==> src/rtl/bbr_pkg.sv <==
package bbr_pkg;

    localparam int OPC_W       = 8;
    localparam int OPC_IDX_LSB = 4;
    localparam int OPC_SENSE   = 7;
    localparam int SEQ_CYCLES  = 5;
    localparam int CYC_W       = 3;

    typedef enum logic [2:0] {
        ST_IDLE = 3'd0,
        ST_ADDR = 3'd1,
        ST_READ = 3'd2,
        ST_TEST = 3'd3,
        ST_DONE = 3'd4
    } bbr_state_t;

endpackage

==> src/rtl/bbr_seq.sv <==
module bbr_seq
    import bbr_pkg::*;
(
    input  logic             clk,
    input  logic             rst_n,
    input  logic             start_i,
    output logic             accept_o,
    output logic             read_o,
    output logic             capture_o,
    output logic             done_o,
    output logic             busy_o,
    output logic [CYC_W-1:0] cyc_o
);

    bbr_state_t       state_q, state_d;
    logic [CYC_W-1:0] cyc_q;

    // next-state logic
    always_comb begin
        state_d = state_q;
        unique case (state_q)
            ST_IDLE: if (start_i) state_d = ST_ADDR;
            ST_ADDR: state_d = ST_READ;
            ST_READ: state_d = ST_TEST;
            ST_TEST: state_d = ST_DONE;
            ST_DONE: state_d = ST_IDLE;
            default: state_d = ST_IDLE;
        endcase
    end

    // state register and cycle counter
    always_ff @(posedge clk) begin
        if (!rst_n) begin
            state_q <= ST_IDLE;
            cyc_q   <= '0;
        end else begin
            state_q <= state_d;
            if (state_d == ST_IDLE)
                cyc_q <= '0;
            else if (state_q == ST_IDLE)
                cyc_q <= CYC_W'(2);
            else
                cyc_q <= cyc_q + 1'b1;
        end
    end

    // outputs
    always_comb begin
        accept_o  = 1'b0;
        read_o    = 1'b0;
        capture_o = 1'b0;
        done_o    = 1'b0;
        busy_o    = 1'b1;
        unique case (state_q)
            ST_IDLE: begin
                busy_o   = 1'b0;
                accept_o = start_i;
            end
            ST_ADDR: ;
            ST_READ: read_o    = 1'b1;
            ST_TEST: capture_o = 1'b1;
            ST_DONE: done_o    = 1'b1;
            default: busy_o    = 1'b0;
        endcase
    end

    assign cyc_o = cyc_q;

    assert_done_single_R7: assert property (@(posedge clk) disable iff (!rst_n)
        done_o |=> !done_o);
    assert_done_count_R7: assert property (@(posedge clk) disable iff (!rst_n)
        done_o |-> (cyc_q == CYC_W'(SEQ_CYCLES)));
    assert_read_once_R2: assert property (@(posedge clk) disable iff (!rst_n)
        read_o |=> !read_o);
    assert_busy_after_accept_R9: assert property (@(posedge clk) disable iff (!rst_n)
        accept_o |=> (busy_o && cyc_q == CYC_W'(2)));

endmodule

==> src/rtl/bbr_bit_select.sv <==
module bbr_bit_select #(
    parameter int DATA_W = 8,
    localparam int IDX_W = $clog2(DATA_W)
) (
    input  logic [DATA_W-1:0] data_i,
    input  logic [IDX_W-1:0]  idx_i,
    input  logic              sense_i,
    output logic              taken_o
);

    logic [DATA_W-1:0] hit;

    for (genvar i = 0; i < DATA_W; i++) begin : g_tap
        assign hit[i] = (idx_i == IDX_W'(i)) && data_i[i];
    end

    // sense 1: branch on a set bit; sense 0: branch on a clear bit
    assign taken_o = sense_i ? (|hit) : !(|hit);

endmodule

==> src/rtl/bbr_target_add.sv <==
module bbr_target_add #(
    parameter int ADDR_W = 16,
    parameter int DISP_W = 8
) (
    input  logic [ADDR_W-1:0] base_i,
    input  logic [DISP_W-1:0] disp_i,
    input  logic              taken_i,
    output logic [ADDR_W-1:0] next_o
);

    logic [ADDR_W-1:0] disp_ext;
    logic [ADDR_W-1:0] sum;

    assign disp_ext = {{(ADDR_W-DISP_W){disp_i[DISP_W-1]}}, disp_i};
    assign sum      = base_i + disp_ext;   // wraps modulo 2**ADDR_W
    assign next_o   = taken_i ? sum : base_i;

endmodule

==> src/rtl/bitbranch_unit.sv <==
module bitbranch_unit
    import bbr_pkg::*;
#(
    parameter int ADDR_W = 16,
    parameter int DATA_W = 8
) (
    input  logic              clk,
    input  logic              rst_n,
    input  logic              start,
    input  logic [7:0]        opcode,
    input  logic [DATA_W-1:0] zp_addr,
    input  logic [DATA_W-1:0] disp,
    input  logic [ADDR_W-1:0] fall_pc,
    output logic              rd_en,
    output logic [ADDR_W-1:0] rd_addr,
    input  logic [DATA_W-1:0] rd_data,
    output logic              busy,
    output logic              done,
    output logic              taken,
    output logic [ADDR_W-1:0] next_pc,
    output logic [2:0]        cycles
);

    localparam int IDX_W  = $clog2(DATA_W);
    localparam int PAGE_W = ADDR_W - DATA_W;

    logic              accept, read, capture;
    logic [OPC_W-1:0]  op_q;
    logic [DATA_W-1:0] zp_q, disp_q;
    logic [ADDR_W-1:0] pc_q;
    logic              taken_d, taken_q;
    logic [ADDR_W-1:0] next_d, next_q;

    bbr_seq u_seq (
        .clk       (clk),
        .rst_n     (rst_n),
        .start_i   (start),
        .accept_o  (accept),
        .read_o    (read),
        .capture_o (capture),
        .done_o    (done),
        .busy_o    (busy),
        .cyc_o     (cycles)
    );

    // operand latch, loaded only when the sequencer accepts
    always_ff @(posedge clk) begin
        if (!rst_n) begin
            op_q   <= '0;
            zp_q   <= '0;
            disp_q <= '0;
            pc_q   <= '0;
        end else if (accept) begin
            op_q   <= opcode;
            zp_q   <= zp_addr;
            disp_q <= disp;
            pc_q   <= fall_pc;
        end
    end

    assign rd_en   = read;
    assign rd_addr = {{PAGE_W{1'b0}}, zp_q};

    bbr_bit_select #(.DATA_W(DATA_W)) u_bit (
        .data_i  (rd_data),
        .idx_i   (op_q[OPC_IDX_LSB +: IDX_W]),
        .sense_i (op_q[OPC_SENSE]),
        .taken_o (taken_d)
    );

    bbr_target_add #(.ADDR_W(ADDR_W), .DISP_W(DATA_W)) u_add (
        .base_i  (pc_q),
        .disp_i  (disp_q),
        .taken_i (taken_d),
        .next_o  (next_d)
    );

    // result register, loaded in cycle 4 and presented in cycle 5
    always_ff @(posedge clk) begin
        if (!rst_n) begin
            taken_q <= 1'b0;
            next_q  <= '0;
        end else if (capture) begin
            taken_q <= taken_d;
            next_q  <= next_d;
        end
    end

    assign taken   = taken_q;
    assign next_pc = next_q;

    assert_opcode_held_R8: assert property (@(posedge clk) disable iff (!rst_n)
        (busy && start) |=> ($stable(op_q) && $stable(pc_q) && $stable(disp_q)));
    assert_read_before_done_R2: assert property (@(posedge clk) disable iff (!rst_n)
        $rose(done) |-> $past(rd_en, 2));
    assert_fallthrough_R6: assert property (@(posedge clk) disable iff (!rst_n)
        (done && !taken) |-> (next_pc == pc_q));
    assert_idle_quiet_R1: assert property (@(posedge clk) disable iff (!rst_n)
        !busy |-> (!rd_en && !done));

endmodule

==> config.mk <==
export PLATFORM = sky130hd
export DESIGN_NAME = bitbranch_unit
export DESIGN_NICKNAME = d
export VERILOG_FILES = /design/src/rtl/bbr_pkg.sv /design/src/rtl/bbr_seq.sv /design/src/rtl/bbr_bit_select.sv /design/src/rtl/bbr_target_add.sv /design/src/rtl/bitbranch_unit.sv
export SDC_FILE = /design/constraint.sdc
export NUM_CORES = 1
export LEC_CHECK = 0
export ABC_AREA = 1
export BUFFER_PORTS_ARGS = -buffer_cell sky130_fd_sc_hd__buf_2
export CORE_MARGIN = 1
export CORE_UTILIZATION = 53
export CTS_CLUSTER_DIAMETER = 40
export DETAILED_ROUTE_END_ITERATION = 8
export GPL_TIMING_DRIVEN = 0
export PLACE_DENSITY = 0.87
export SLEW_MARGIN = 20
export SYNTH_ARGS = -nofsm -noshare
export SYNTH_HDL_FRONTEND = slang
export SYNTH_SLANG_ARGS = --single-unit
==> constraint.sdc <==
create_clock -name clk -period 1.9 [get_ports clk]
set_input_delay 0.095 -clock clk [delete_from_list [all_inputs] [get_ports clk]]
set_output_delay 0.095 -clock clk [all_outputs]
set_load 0.02 [all_outputs]
# Yosys cells after proc, flatten, opt, wreduce, memory -nomap -nowiden
# Cells that the tools add are included.
# totals
inputBits	51
ff_bits	63
output_inout_bits	39
# op_classes
n_reduce_logical	16
n_eq_ne	11
bitwise_logic	1
muxes	10
n_addsub	2
# op_table
cell	n
adder 16 bit	1
2-to-1 mux 16 bit	1
== test 3 bit, second input constant	5
== test 3 x 2 -> 1 bit, second input constant	4
case mux 3 bit (4 select lines)	1
zero test 3 bit	3
logical AND 1 bit	8
OR reduction 8 bit	1
== test 3 x 1 -> 1 bit, second input constant	2
2-to-1 mux 1 bit	6
OR reduction 4 bit	1
adder 3 x 1 -> 3 bit, second input constant	1
2-to-1 mux 3 bit	1
OR reduction 3 bit	1
2-to-1 mux 2 bit	1
OR reduction 2 bit	1
zero test 1 bit	1
inverter 1 bit	1

# Logic depth before layout (Yosys ltp)
# depth
depth_word	6
depth_mapped	12
depth_no_buf	12

# Modules after synthesis
# Synthesis repeated with hierarchy kept, for this count alone.
# hier_totals
hier_cells	631
area_unflattened_um2	4126.5
# modules_own_cells
mod	n_inst	seq_area_each_um2	area_per_inst_um2	cells_per_inst
bitbranch_unit	1	1061.0	2635.0	345
bbr_target_add	1	0.0	1088.5	221
bbr_seq	1	120.1	271.5	35
bbr_bit_select	1	0.0	131.4	30

# Worst setup path after synthesis
# No wires, ideal clock.
# synth_path
path_type	reg-to-reg
from	register disp_q[0]
to	register next_q[8], in the netlist next_pc[8]
required_ns	1.844
t_arrival_ns	1.630
synth_period_minus_slack_ns	1.686
setup_time_ns	0.056
setup_slack_ns	0.214
path_buffers	0
stages_incl_launch_ff	11
cell_sequence	dfxtp_1 > ha_1 > fa_1 > nand3_1 > nand3_1 > a21oi_1 > xnor2_1 > nand2_1 > nand3_1 > nand2_1 > inv_1
# synth_via
elab_chain_cells	2
# synth_rtl
item	line	rtl
from (decl)	bitbranch_unit.sv:29	logic [DATA_W-1:0] zp_q, disp_q;
from (signal assigned)	bitbranch_unit.sv:56	disp_q <= disp;
adder 16 bit	bbr_target_add.sv:15	assign sum = base_i + disp_ext;
2-to-1 mux 16 bit	bbr_target_add.sv:16	assign next_o = taken_i ? sum : base_i;
to (signal assigned)	bitbranch_unit.sv:85	next_q <= next_d;
to (decl)	bitbranch_unit.sv:32	logic [ADDR_W-1:0] next_d, next_q;
# Every way passes these cells.
# A chain may end at the register's enable or synchronous reset.

# Worst setup path in the final report
# layout_path
from	register disp_q[6]
to	register next_q[15], in the netlist next_pc[15]
# Same word-level chain as after synthesis.

==> summary.md <==
| Metric | Value |
|---|---|
| Status | `complete, but fails checks` |
| Post-synth ARST share | `0` |
| Switching share of power | `0.346` |
| Grt ovf | `0` |
| Hold WS | `-0.00321 ns` |
| FP Rows | `28` |
| Die X | `82.5 um` |
| Die height | `82.5 um` |
| Main synth FF type | `dfxtp_1` |
| IO Pins | `90` |
| Most used cell, CP | `nand2_1` |
| Vias in the first global route | `3,309` |
| P&R area growth vs syn | `26.5%` |
| Syn Area/Cell | `6.59 sq um` |
| Max cap viols | `0` |
| Clock sink total | `59` |
| Synth Area in Simple Gates | `0.338` |
| Die ar. | `6800 sq um` |
| H-tree levels | `3` |
| RD Place Congestion | `0.927` |
| Antenna Nets Post-Route | `0` |
| Max stage delay cell, worst path | `ha_1` |
| Critical setup path kind | `reg -> reg` |
| Non-Filler Instances | `707` |
| Residual DRC | `0` |
| Distinct cells, synth | `27` |
| CP startpoint kind | `flop` |
| Hold Crit Class | `in -> reg` |
| Cell Chain, Critical Path | `ha_1 -> nand2_1 -> inv_1 -> a21oi_1 -> nand2_1 -> nand2_1 -> nand2_1 -> nand2_1 -> nand3_1 -> nand2_1 -> a21oi_1` |
| Multiplexer share of the synthesized area | `0` |
| Critical path arrival | `1.99 ns` |
| Internal power | `0.00232 W` |
| Register area share after synthesis | `0.344` |
| Max frequency | `559 MHz` |
| Crit path max fanout | `4` |
| Max clock buf depth | `2` |
| Pre-antenna DRT Iters | `5` |
| Max incr delay on CP | `0.36 ns` |
| Power per Cell Area | `817 nW/um^2` |
| TritonCTS clock tree | `built` |
| Share of layout cells above drive strength 1 | `0.237` |
| Clk Latency, worst-skew pair | `0.34 ns` |
| Largest net degree at the start of global routing | `11` |
| Initial Util | `0.563` |
| Post-synth EDFFs | `0` |
| CTS root buffer | `clkbuf_8` |
| Crit end category | `flop` |
| Post-synthesis compound-gate area fraction | `0.109` |
| Final Total Pwr | `0.00355 W` |
| Initial DRC Count | `335` |
| Slew @ Worst Pin | `0.601 ns` |
| NetSw | `0.00123 W` |
| Placeable Area | `6100 sq um` |
| Antenna diodes | `0` |
| Logic gate share of total power | `0.289` |
| Peak VDD IR | `0.000797 V` |
| Hold Vio Cnt, Final | `1` |
| Via/cell ratio | `5.19` |
| Final min period | `1.79 ns` |
| Clock Pin Slew Worst Setup and Hold Paths | `0.07 ns` |
| Required time of the worst setup path | `2.11 ns` |
| Clock skew | `0.00890 ns` |
| Num CTS Buffers | `9` |
| Failing checks | `negative hold slack` |
| WL/cell | `13.7 um` |
| RSZ-0062 raised after global routing | `yes` |
| WL final | `9.72 mm` |
| Synth Cell Area | `3430 sq um` |
| Leak Pwr | `2.23 nW` |
| Post-Synthesis Cells | `521` |
| Port bufs | `77` |
| Sequential share of power | `0.403` |
| Clock Power Share | `0.309` |
| Number of cells after detailed placement | `680` |
| First-pass GRT wire length | `14.9 mm` |
| Final period utilization | `0.941` |
| Ys Warns | `0` |
| Slew margin rel. | `0.599` |
| DP HPWL | `7.10 mm` |
| Synth Register Bits | `59` |
| Max-slew violations | `0` |
| # nets final | `696` |
| GRT Util Overall | `0.300` |
| Post-Synth Adder-Cell Area | `0.0642` |
| Xor/xnor share of the synthesized area | `0.0230` |
| Vias | `3,667` |
| Initial antenna violation count | `0` |
| Main combinational cell family by area after synthesis | `simple AND/OR/NAND/NOR gates` |
| Finish-stage setup viols | `0` |
-- stage by stage --
step / area [sq um] / utilization / setup WS, ns / TNS, ns
after floorplan: 3460 / - / 0.214 / 0
after global placement: 3940 / 0.646 / -0.0674 / -0.102
after detailed placement: 3940 / 0.646 / -0.0818 / -0.229
after CTS: 4220 / 0.692 / 0.00820 / 0
after global routing: 4340 / 0.712 / -0.0229 / -0.0469
final: 4340 / 0.712 / 0.112 / 0
-- synthesized netlist by cell type (5+ instances only) --
cell,instances,area (sq um)
buf_4,9,67.6
dfxtp_1,59,1180
inv_1,68,255
nand3_1,48,240
o21ai_0,15,75.1
nand3_2,9,90.1
clkbuf_1,11,41.3
a21oi_1,53,265
nand2_1,164,616
xor2_1,5,43.8
nor2_1,32,120
ha_1,16,200
-- power groups by stage --
| stage | Sequential, W | Clock [W] | Combinational [W] |
|---|---|---|---|
| 6_report | 0.00143 | 0.00109 | 0.00102 |
| 5_1_grt | 0.00144 | 0.00116 | 0.00114 |
| 4_1_cts | 0.00142 | 0.00110 | 0.000963 |
| 3_5_place_dp | 0.00145 | 0 | 0.000939 |
| 3_3_place_gp | 0.00144 | 0 | 0.000916 |
| 2_1_floorplan | 0.00146 | 0 | 0.000651 |
-- metal layers --
| layer | vias up | share of wire | routed length (um) | GRT usage |
|---|---|---|---|---|
| li1 | 1839 | - | - | - |
| met1 | 1638 | 0.43 | 4190 | 0.365 |
| met2 | 160 | 0.48 | 4630 | 0.500 |
| met3 | 30 | 0.065 | 636 | 0.0659 |
| met4 | 0 | 0.027 | 265 | 0.140 |
| met5 | - | 0 | 0 | 0 |
-- worst paths after layout --
path	from	to	slack, ns	cells past startpoint
max reg2reg	disp_q[6]$_SDFFE_PN0P_	next_pc[15]$_SDFFE_PN0N_	0.11	11
max	disp_q[6]$_SDFFE_PN0P_	next_pc[15]$_SDFFE_PN0N_	0.11	11
min reg2reg	u_seq.cyc_o[0]$_SDFF_PP0_	u_seq.cyc_o[0]$_SDFF_PP0_	0.45	1
min	disp[6]	disp_q[6]$_SDFFE_PN0P_	-0.003	3
-- cells by family (layout without fill, tap and decap cells) --
logic type | Yosys count | in the layout
compound gates | 72 | 72
xor+xnor | 9 | 9
fa+ha+maj | 17 | 17
buf+inv | 96 | 200
flops | 59 | 59
other cells | 1 | 8
simple gates | 267 | 267
-- placed cells by master (no fill, tap or decap), types with 5 or more instances in the layout --
cell type,count
a21oi_1,50
inv_1,68
buf_2,81
clkbuf_1,12
nand2_1,163
nor2_1,27
nand3_2,13
conb_1,8
ha_1,9
dlygate4sd3_1,10
a21oi_2,6
clkbuf_8,9
o21ai_0,15
dfxtp_1,58
nand2_2,5
nor2_2,5
nand3_1,44
buf_4,10
xor2_1,5
-- worst max-delay path: cells and delay by family, from the launching register on --
family          cells  cell delay (ns)
simple gates        7             0.69
flops               1             0.33
fa+ha+maj           1             0.36
compound gates      2             0.21
buf+inv             1             0.07
-- repair_timing --
item,in CTS,in global routing
resized for setup,1,25
endpoints found under the setup margin,6,10
pin swaps,0,4
hold buffers,10,0
buffers inserted,0,2
hold endpoints to repair,10,0
-- state kept, by name, summed over array words and instances, names as in the netlist --
register / flops
disp_q: 8
next_pc: 16
op_q: 4
pc_q: 16
taken: 1
u_seq.cyc_o: 3
u_seq.state_q: 3
zp_q: 8
-- cell type report --
cell class | instances | area [sq um]
Sequential cell | 59 | 1180
Inverter | 70 | 263
Fill cell | 528 | 1750
Clock buffer | 10 | 128
Timing Repair Buffer | 89 | 508
Clock inverter | 5 | 55.1
Tap cell | 75 | 93.8
Multi-Input combinational cell | 373 | 1960
Buffer | 26 | 151
Note: power is estimated with default switching activity, not from simulation.
